`config.mk`:
```
export PLATFORM = sky130hd
export DESIGN_NAME = pkt_taskfile_ctrl
export DESIGN_NICKNAME = d
export VERILOG_FILES = /design/src/rtl/tf_pkg.sv /design/src/rtl/tf_ctrl.sv /design/src/rtl/tf_datapath.sv /design/src/rtl/pkt_taskfile_ctrl.sv
export SDC_FILE = /design/constraint.sdc
export NUM_CORES = 1
export LEC_CHECK = 0
export BUFFER_PORTS_ARGS = -buffer_cell sky130_fd_sc_hd__clkbuf_2
export CAP_MARGIN = 10
export CORE_MARGIN = 4
export CORE_UTILIZATION = 53
export DETAILED_ROUTE_END_ITERATION = 12
export GPL_TIMING_DRIVEN = 1
export PLACE_DENSITY = 0.81
export SYNTH_ARGS = -nofsm -noshare
export SYNTH_HDL_FRONTEND = slang
export SYNTH_SLANG_ARGS = --single-unit
```
`constraint.sdc`:
```
create_clock -name clk -period 4.2 [get_ports clk]
set_input_delay 0.21 -clock clk [delete_from_list [all_inputs] [get_ports clk]]
set_output_delay 0.21 -clock clk [all_outputs]
set_load 0.03 [all_outputs]
```
`src/rtl/tf_pkg.sv`:
```
package tf_pkg;
  localparam logic [2:0] IdxData   = 3'd0;
  localparam logic [2:0] IdxErr    = 3'd1;
  localparam logic [2:0] IdxReason = 3'd2;
  localparam logic [2:0] IdxTag    = 3'd3;
  localparam logic [2:0] IdxCntLo  = 3'd4;
  localparam logic [2:0] IdxCntHi  = 3'd5;
  localparam logic [2:0] IdxDrive  = 3'd6;
  localparam logic [2:0] IdxCmd    = 3'd7;

  localparam logic [7:0] StBusy  = 8'h80;
  localparam logic [7:0] StReady = 8'h40;
  localparam logic [7:0] StServ  = 8'h10;
  localparam logic [7:0] StDrq   = 8'h08;
  localparam logic [7:0] StCheck = 8'h01;

  localparam logic [7:0] IrCmdData = 8'h01;
  localparam logic [7:0] IrIo      = 8'h02;

  localparam logic [7:0] CmdPacket   = 8'hA0;
  localparam logic [7:0] CmdPktIdent = 8'hA1;
  localparam logic [7:0] CmdAtaIdent = 8'hEC;
  localparam logic [7:0] CmdFeature  = 8'hEF;

  localparam logic [7:0] ErrAbort   = 8'h04;
  localparam logic [7:0] ErrIllegal = 8'h50;

  localparam int PktWords = 6;

  typedef enum logic [1:0] {SRC_NONE, SRC_BUF, SRC_IDENT} src_e;

  typedef struct packed {
    logic        ldStatus;
    logic [7:0]  status;
    logic        ldReason;
    logic [7:0]  reason;
    logic        ldErr;
    logic [7:0]  err;
    logic        ldCount;
    logic [15:0] count;
    logic        raiseIrq;
    logic        pktCapture;
    logic [2:0]  pktSlot;
    logic        pktFire;
  } strobe_t;
endpackage

```
`src/rtl/tf_ctrl.sv`:
```
module tf_ctrl
  import tf_pkg::*;
#(
  parameter int LenW     = 24,
  parameter int MaxBurst = 63488,
  parameter int PtrW     = 16
) (
  input  logic            clk,
  input  logic            rstN,
  input  logic            regWr,
  input  logic [2:0]      regIdx,
  input  logic [7:0]      regWdata,
  input  logic            dataWr,
  input  logic            dataRd,
  input  logic            beDone,
  input  logic            beErr,
  input  logic [LenW-1:0] beLen,
  output strobe_t         st,
  output src_e            src,
  output logic [PtrW-1:0] rdPtr
);
  localparam logic [LenW-1:0] BurstCap = LenW'(MaxBurst);
  localparam logic [LenW-1:0] IdentLen = LenW'(512);
  localparam logic [2:0]      LastSlot = 3'(PktWords - 1);

  typedef enum logic [2:0] {S_IDLE, S_PKT, S_WAIT, S_XFER, S_IDENT} state_e;

  state_e          state, stateN;
  logic [2:0]      pktCnt, pktCntN;
  logic [LenW-1:0] left, leftN, remain, remainN, nb;
  logic [PtrW-1:0] rdPtrN;

  function automatic logic [LenW-1:0] capLen(input logic [LenW-1:0] n);
    return (n > BurstCap) ? BurstCap : n;
  endfunction

  logic cmdWr;
  assign cmdWr = regWr && (regIdx == IdxCmd);

  always_comb begin
    st      = '0;
    stateN  = state;
    pktCntN = pktCnt;
    leftN   = left;
    remainN = remain;
    rdPtrN  = rdPtr;
    nb      = '0;
    if (cmdWr) begin
      case (regWdata)
        CmdPacket: begin
          st.ldStatus = 1'b1; st.status = StDrq;
          st.ldReason = 1'b1; st.reason = IrCmdData;
          stateN = S_PKT; pktCntN = '0; leftN = '0; remainN = '0; rdPtrN = '0;
        end
        CmdPktIdent: begin
          st.ldStatus = 1'b1; st.status = StDrq;
          st.ldCount  = 1'b1; st.count  = 16'h0200;
          st.raiseIrq = 1'b1;
          stateN = S_IDENT; leftN = IdentLen; remainN = '0; rdPtrN = '0;
        end
        CmdAtaIdent: begin
          st.ldErr    = 1'b1; st.err    = ErrAbort;
          st.ldStatus = 1'b1; st.status = StCheck;
          st.raiseIrq = 1'b1;
          stateN = S_IDLE; leftN = '0; remainN = '0;
        end
        CmdFeature: begin
          st.ldStatus = 1'b1; st.status = 8'h00;
          st.raiseIrq = 1'b1;
          stateN = S_IDLE; leftN = '0; remainN = '0; rdPtrN = '0;
        end
        default: ;
      endcase
    end else begin
      case (state)
        S_PKT: if (dataWr) begin
          st.pktCapture = 1'b1;
          st.pktSlot    = pktCnt;
          pktCntN       = pktCnt + 3'd1;
          if (pktCnt == LastSlot) begin
            st.pktFire  = 1'b1;
            st.ldStatus = 1'b1; st.status = StBusy;
            stateN      = S_WAIT;
          end
        end
        S_WAIT: if (beDone) begin
          st.raiseIrq = 1'b1;
          st.ldCount  = 1'b1;
          if (beErr) begin
            st.ldStatus = 1'b1; st.status = StDrq | StCheck;
            st.ldErr    = 1'b1; st.err    = ErrIllegal;
            st.count    = 16'h0000;
            stateN      = S_IDLE;
          end else begin
            nb       = capLen(beLen);
            leftN    = nb;
            remainN  = beLen - nb;
            rdPtrN   = '0;
            st.count = nb[15:0];
            st.ldStatus = 1'b1; st.ldReason = 1'b1;
            if (nb == '0) begin
              st.status = StReady; st.reason = IrIo | IrCmdData;
              stateN    = S_IDLE;
            end else begin
              st.status = StDrq | StServ; st.reason = IrIo;
              stateN    = S_XFER;
            end
          end
        end
        S_XFER, S_IDENT: if (dataRd && (left != '0)) begin
          rdPtrN = rdPtr + 1'b1;
          if (left <= LenW'(2)) begin
            st.raiseIrq = 1'b1;
            st.ldStatus = 1'b1; st.ldReason = 1'b1; st.reason = IrIo;
            if (remain != '0) begin
              nb       = capLen(remain);
              leftN    = nb;
              remainN  = remain - nb;
              st.ldCount = 1'b1; st.count = nb[15:0];
              st.status  = StDrq | StServ;
            end else begin
              leftN     = '0;
              st.status = 8'h00;
              stateN    = S_IDLE;
            end
          end else begin
            leftN = left - LenW'(2);
          end
        end
        default: ;
      endcase
    end
  end

  always_comb begin
    if (left == '0)             src = SRC_NONE;
    else if (state == S_XFER)   src = SRC_BUF;
    else if (state == S_IDENT)  src = SRC_IDENT;
    else                        src = SRC_NONE;
  end

  always_ff @(posedge clk) begin
    if (!rstN) begin
      state  <= S_IDLE;
      pktCnt <= '0;
      left   <= '0;
      remain <= '0;
      rdPtr  <= '0;
    end else begin
      state  <= stateN;
      pktCnt <= pktCntN;
      left   <= leftN;
      remain <= remainN;
      rdPtr  <= rdPtrN;
    end
  end
endmodule

```
`src/rtl/tf_datapath.sv`:
```
module tf_datapath
  import tf_pkg::*;
#(
  parameter int BufWords = 64,
  parameter int AddrW    = 6,
  parameter int PtrW     = 16
) (
  input  logic             clk,
  input  logic             rstN,
  input  logic             regWr,
  input  logic             regRd,
  input  logic [2:0]       regIdx,
  input  logic [7:0]       regWdata,
  output logic [7:0]       regRdata,
  input  logic [15:0]      dataWdata,
  output logic [15:0]      dataRdata,
  input  logic             beWrEn,
  input  logic [AddrW-1:0] beWrAddr,
  input  logic [15:0]      beWrData,
  input  strobe_t          st,
  input  src_e             src,
  input  logic [PtrW-1:0]  rdPtr,
  output logic             irq,
  output logic             pktValid,
  output logic [95:0]      pktBytes
);
  logic [7:0]  errQ, reasonQ, tagQ, cntLoQ, cntHiQ, driveQ, statusQ;
  logic [15:0] resBuf [BufWords];
  logic        unusedPtrBits;

  assign unusedPtrBits = ^rdPtr;

  function automatic logic [15:0] identWord(input logic [7:0] idx);
    case (idx)
      8'd0:    return 16'h8580;
      8'd49:   return 16'h0600;
      default: return 16'h0000;
    endcase
  endfunction

  always_ff @(posedge clk) begin
    if (beWrEn) resBuf[beWrAddr] <= beWrData;
  end

  always_ff @(posedge clk) begin
    if (!rstN) begin
      errQ <= 8'h01; reasonQ <= 8'h00; tagQ <= 8'h00;
      cntLoQ <= 8'h14; cntHiQ <= 8'hEB; driveQ <= 8'h00; statusQ <= 8'h00;
      irq <= 1'b0; pktValid <= 1'b0; pktBytes <= '0;
    end else begin
      if (regWr) begin
        case (regIdx)
          IdxErr:    errQ    <= regWdata;
          IdxReason: reasonQ <= regWdata;
          IdxTag:    tagQ    <= regWdata;
          IdxCntLo:  cntLoQ  <= regWdata;
          IdxCntHi:  cntHiQ  <= regWdata;
          IdxDrive:  driveQ  <= regWdata;
          default: ;
        endcase
      end
      if (st.ldStatus) statusQ <= st.status;
      if (st.ldReason) reasonQ <= st.reason;
      if (st.ldErr)    errQ    <= st.err;
      if (st.ldCount) begin
        cntLoQ <= st.count[7:0];
        cntHiQ <= st.count[15:8];
      end
      if (st.raiseIrq)  irq <= 1'b1;
      else if (regRd)   irq <= 1'b0;
      pktValid <= st.pktFire;
      for (int k = 0; k < PktWords; k++) begin
        if (st.pktCapture && (st.pktSlot == 3'(k))) pktBytes[16*k +: 16] <= dataWdata;
      end
    end
  end

  always_comb begin
    case (regIdx)
      IdxData:   regRdata = 8'h00;
      IdxErr:    regRdata = errQ;
      IdxReason: regRdata = reasonQ;
      IdxTag:    regRdata = tagQ;
      IdxCntLo:  regRdata = cntLoQ;
      IdxCntHi:  regRdata = cntHiQ;
      IdxDrive:  regRdata = driveQ;
      default:   regRdata = statusQ;
    endcase
  end

  always_comb begin
    case (src)
      SRC_BUF:   dataRdata = resBuf[rdPtr[AddrW-1:0]];
      SRC_IDENT: dataRdata = identWord(rdPtr[7:0]);
      default:   dataRdata = 16'h0000;
    endcase
  end
endmodule

```
`src/rtl/pkt_taskfile_ctrl.sv`:
```
module pkt_taskfile_ctrl
  import tf_pkg::*;
#(
  parameter int LenW     = 24,
  parameter int MaxBurst = 63488,
  parameter int BufWords = 64
) (
  input  logic                        clk,
  input  logic                        rstN,
  input  logic                        regWr,
  input  logic                        regRd,
  input  logic [2:0]                  regIdx,
  input  logic [7:0]                  regWdata,
  output logic [7:0]                  regRdata,
  input  logic                        dataWr,
  input  logic                        dataRd,
  input  logic [15:0]                 dataWdata,
  output logic [15:0]                 dataRdata,
  output logic                        irq,
  output logic                        pktValid,
  output logic [95:0]                 pktBytes,
  input  logic                        beDone,
  input  logic                        beErr,
  input  logic [LenW-1:0]             beLen,
  input  logic                        beWrEn,
  input  logic [$clog2(BufWords)-1:0] beWrAddr,
  input  logic [15:0]                 beWrData
);
  localparam int AddrW = $clog2(BufWords);
  localparam int PtrW  = 16;

  strobe_t         st;
  src_e            src;
  logic [PtrW-1:0] rdPtr;

  tf_ctrl #(.LenW(LenW), .MaxBurst(MaxBurst), .PtrW(PtrW)) u_ctrl (
    .clk(clk), .rstN(rstN), .regWr(regWr), .regIdx(regIdx), .regWdata(regWdata),
    .dataWr(dataWr), .dataRd(dataRd), .beDone(beDone), .beErr(beErr), .beLen(beLen),
    .st(st), .src(src), .rdPtr(rdPtr)
  );

  tf_datapath #(.BufWords(BufWords), .AddrW(AddrW), .PtrW(PtrW)) u_dp (
    .clk(clk), .rstN(rstN), .regWr(regWr), .regRd(regRd), .regIdx(regIdx),
    .regWdata(regWdata), .regRdata(regRdata), .dataWdata(dataWdata), .dataRdata(dataRdata),
    .beWrEn(beWrEn), .beWrAddr(beWrAddr), .beWrData(beWrData),
    .st(st), .src(src), .rdPtr(rdPtr),
    .irq(irq), .pktValid(pktValid), .pktBytes(pktBytes)
  );
endmodule

```
Word level (Yosys, flattened, before mapping)
Memory sizes are Yosys's and may differ from the RTL's. A register that Yosys moved wholly into a read port is not among the register bits.
Cells that the tools add are included.
- mux-type cells: 92
- reduce and logical (&&, ||, !) cells: 46
- bitwise gates (word level): 3
- equality and inequality tests: 37
- add/subtract/negate cells: 5
- magnitude comparators: 3
- operators with widths (cell ; count):
    2-to-1 mux 24 bit ; 15
    one-hot mux 24 bit (2 select lines) ; 3
    2-to-1 mux 8 bit ; 13
    2-to-1 mux 16 bit ; 6
    one-hot mux 16 bit (2 select lines) ; 3
    2-to-1 mux 45 bit ; 2
    2-to-1 mux 18 bit ; 4
    2-to-1 mux 9 bit ; 7
    one-hot mux 8 bit (7 select lines) ; 1
    one-hot mux 9 bit (3 select lines) ; 2
    greater-than comparator 24 x 16 -> 1 bit (second input constant) ; 2
    zero test 24 bit ; 2
    nonzero test 24 bit ; 2
    subtractor 24 bit ; 2
    one-hot mux 18 bit (2 select lines) ; 1
    2-to-1 mux 17 bit ; 2
    2-to-1 mux 3 bit ; 11
    == test 8 bit (second input constant) ; 4
    == test 3 bit (second input constant) ; 8
    less-or-equal comparator 24 x 2 -> 1 bit (second input constant) ; 1
    subtractor 24 x 2 -> 24 bit (second input constant) ; 1
    2-to-1 mux 5 bit ; 4
    nonzero test 2 bit ; 10
    == test 3 x 2 -> 1 bit (second input constant) ; 6
    other kinds (31) ; 74
- RAM bits: 1024
- bits of input ports: 82
- output and inout port bits: 122
- memories kept: 1
- register bits: 224
- memories (name ; words ; bits a word ; rd ports ; clocked after memory_dff ; write ports ; line ; source):
    u_dp.resBuf ; 64 ; 16 ; 1 ; 1 ; 1 ; tf_datapath.sv:28 ; logic [15:0] resBuf [BufWords];

Longest topological paths before layout
- word-level depth: 10
- gate-level depth with buffers: 12
- mapped depth without buffers: 10

Modules after synthesis
Synthesis repeated with hierarchy kept, for this count alone.
- cells, all modules: 3353
- area, all modules: 51738.4 um2
- modules (own cells, without submodules) (module ; seq. area each (um2) ; instances ; cells each ; area each (um2)):
    tf_datapath ; 33832.4 ; 1 ; 2599 ; 46309.4
    tf_ctrl ; 1401.3 ; 1 ; 754 ; 5429.0

Worst setup path after synthesis
Ideal clock, no wire load.
- path kind: register to output
- start: register with a tool-made name
- end: output dataRdata[11]
- arrival time: 2.780 ns
- cell stages (with the launch flop): 9
- required time: 3.990 ns
- path buffers: 3
- slack: 1.210 ns
- path through: dfxtp_1 > clkbuf_1 > clkbuf_1 > buf_1 > mux4_2 > mux4_2 > nor2b_1 > a21oi_1 > o21ai_0
- RTL lines (element ; line ; source):
    end, declared ; pkt_taskfile_ctrl.sv:18 ; output logic [15:0] dataRdata,

==> results.sh <==
export IMPL_grt_usage=0.276
export IMPL_grt_ovfl_total=0
export IMPL_via_per_inst=6.55
export IMPL_synth_cell_types=85
export IMPL_finalPower_uw=25100
export IMPL_synthXorXnorAreaFrac=0.00504
export IMPL_drc_errors=0
export IMPL_start_kind="flop"
export IMPL_synth_compound_gate_area_share=0.0571
export IMPL_outcome="complete, no violations"
export IMPL_endpoint_kind="output port"
export IMPL_cts_inserted_buffers=118
export IMPL_cts_clk_slew_worst_paths_ps=60
export IMPL_portBuffers=203
export IMPL_die_area_um2=100000
export IMPL_drv_slew=0
export IMPL_setup_tns_ps=0
export IMPL_clockBufferDepth=3
export IMPL_synth_area_leader_cell="edfxtp_1"
export IMPL_worst_ep_arrival_time_ps=3930
export IMPL_fp_dieW_um=316
export IMPL_drtIter0Drc=5044
export IMPL_hp_class="primary input to flop"
export IMPL_power_density_nw_per_um2=433
export IMPL_clock_sinks=1243
export IMPL_layout_commonest_cell="edfxtp_1"
export IMPL_areaGrowthSynthToFinish_pct=15.2
export IMPL_dr_pass1_iters=6
export IMPL_synth_edff_count=1024
export IMPL_gp_congestion=0.922
export IMPL_seq_area_frac_synth=0.698
export IMPL_cts_tree="yes"
export IMPL_drive_gt1_frac=0.264
export IMPL_synth_ff_type="edfxtp_1"
export IMPL_dp_hpwl_um=79500
export IMPL_htree_num_levels=3
export IMPL_syn_area_per_cell_um2=16.4
export IMPL_crit_type="flop to output port"
export IMPL_syn_inst=3065
export IMPL_final_cell_mix="1024 x edfxtp_1, 336 x nand2_1, 314 x mux4_2, 216 x dfxtp_1, 203 x clkbuf_2"
export IMPL_setup_viol=0
export IMPL_final_hold_viol_count=0
export IMPL_root_buffer="clkbuf_16"
export IMPL_synth_seq_cells=1243
export IMPL_grt_max_degree=106
export IMPL_yosysWarnings=0
export IMPL_rows=112
export IMPL_nNetsFinal=3482
export IMPL_cp_max_fo=22
export IMPL_ir_drop_uv=441
export IMPL_p_leak_uw=0.0189
export IMPL_synth_adder_area_share=0.00199
export IMPL_drt_wl_total_um=139000
export IMPL_insertion_delay_ps=710
export IMPL_wl_per_cell_um=29.2
export IMPL_ios=204
export IMPL_synth_mux_area_frac=0.151
export IMPL_worstPathRequired_ps=3990
export IMPL_die_h_um=316
export IMPL_finalCritPeriodShare=0.985
export IMPL_rsz0062_at_grt="no"
export IMPL_maxCapViolCount=0
export IMPL_core_um2=93700
export IMPL_initial_utilization=0.537
export IMPL_max_slew_worst_pin_slew_ps=1180
export IMPL_synth_top_cell_area_share=0.611
export IMPL_synth_async_sr_flop_share=0
export IMPL_synth_area_leaders="edfxtp_1 61%, mux4_2 14%, dfxtp_1 8.7%, nand2_1 2.5%, a21oi_1 1.9%"
export IMPL_yosys_area_share_simple=0.0711
export IMPL_grt_pass1_vias=30500
export IMPL_antenna_found_initial=9
export IMPL_slew_headroom=0.211
export IMPL_clock_skew_ps=46.1
export IMPL_synth_top_family_by_area="multiplexers"
export IMPL_finalCriticalPeriod_ps=4140
export IMPL_grt_pass1_wl_um=203000
export IMPL_dr_total_vias=31100
export IMPL_syn_area_um2=50300
export IMPL_max_freq_ghz=0.242
export IMPL_antenna_left=0
==> state kept, by name, indices dropped and copies added (netlist names), 24 cells and up, named ones only <==
signal and flops:
u_dp.resBuf 1024, u_dp.pktBytes 96, u_ctrl.left 24, u_ctrl.remain 24
==> repair_timing <==
item                       4_1_cts  5_1_grt
setup endpoints to repair        5        9
hold endpoints to repair       165       45
setup buffers                    0        0
hold buffers                    45        3
gates resized for setup          3        6
==> report_power, final <==
part           leakage, uW  total, uW  switching, uW  internal [uW]
clock network      0.00196      11000           4750           6280
logic              0.00594        646            459            187
registers           0.0110      13400           30.8          13400
==> cells by family after synthesis <==
| logic type | count (synthesis) |
|---|---|
| xor gates and xnor gates | 29 |
| AOI/OAI and AO/OA | 456 |
| and+or+nand+nor | 766 |
| muxes | 364 |
| DFF | 1243 |
| adders and majority gates | 8 |
| other | 1 |
| buffers and inverters | 198 |
==> through the flow <==
| step | hold WS (ps) | worst slack (ps) | std cells | util | area [um^2] |
|---|---|---|---|---|---|
| floorplan | 309 | 1210 | 3066 | - | 50400 |
| global placement | 436 | 853 | 4472 | 0.569 | 53300 |
| detailed placement | 444 | 661 | 4472 | 0.569 | 53300 |
| CTS | 0.953 | 14.0 | 4739 | 0.617 | 57800 |
| global route | 59.4 | 20.9 | 4750 | 0.619 | 58000 |
| finish | 66.5 | 64.0 | 4753 | 0.619 | 58000 |
==> synthesized netlist by cell type (18+ instances only) <==
cell type,count
and3_1,27
dfxtp_1,219
mux2i_1,35
nor3_1,33
nor2b_1,30
a21oi_1,190
nand3_1,47
buf_2,30
o21ai_0,71
clkbuf_1,127
nand2_1,336
a31oi_1,20
nor2_1,179
a22oi_1,33
edfxtp_1,1024
inv_1,18
mux4_2,314
==> critical path, stage by stage, from the launching register on <==
cell and delay [ps]:
dfxtp_4 570, buf_12 250, buf_6 340, mux4_2 540
mux4_2 520, mux2i_1 420, o21ai_0 290, clkbuf_2 260
==> area by class of cell <==
class	instances	area (um^2)
clock inverters	79	946
diodes	5	12.5
inverters	20	80.1
fillers	6333	35700
clock buffers	143	3100
well taps	1254	1570
multi-input cells	1625	14500
flip-flops and latches	1243	35100
repair buffers	384	2680
==> metal layers <==
| metal | routed length [um] | track usage | vias to the layer above |
|---|---|---|---|
| li1 | - | - | 12800 |
| met1 | 49300 | 0.368 | 15700 |
| met2 | 69000 | 0.456 | 2289 |
| met3 | 15100 | 0.0605 | 384 |
| met4 | 5350 | 0.0958 | 6 |
| met5 | 41 | 0 | - |
==> path summary, 6_finish.rpt <==
check / start / end / slack [ps] / depth (start not counted)
min reg2reg: u_dp.pktBytes[5] / u_dp.pktBytes[5] / 450 / 2
min: rstN / u_dp.reasonQ[1] / 70 / 3
max: flop / dataRdata[3] / 60 / 7
max reg2reg: u_ctrl.remain[2] / u_dp.cntHiQ[0] / 1070 / 7
No activity file was read; power rests on OpenSTA's default activity.
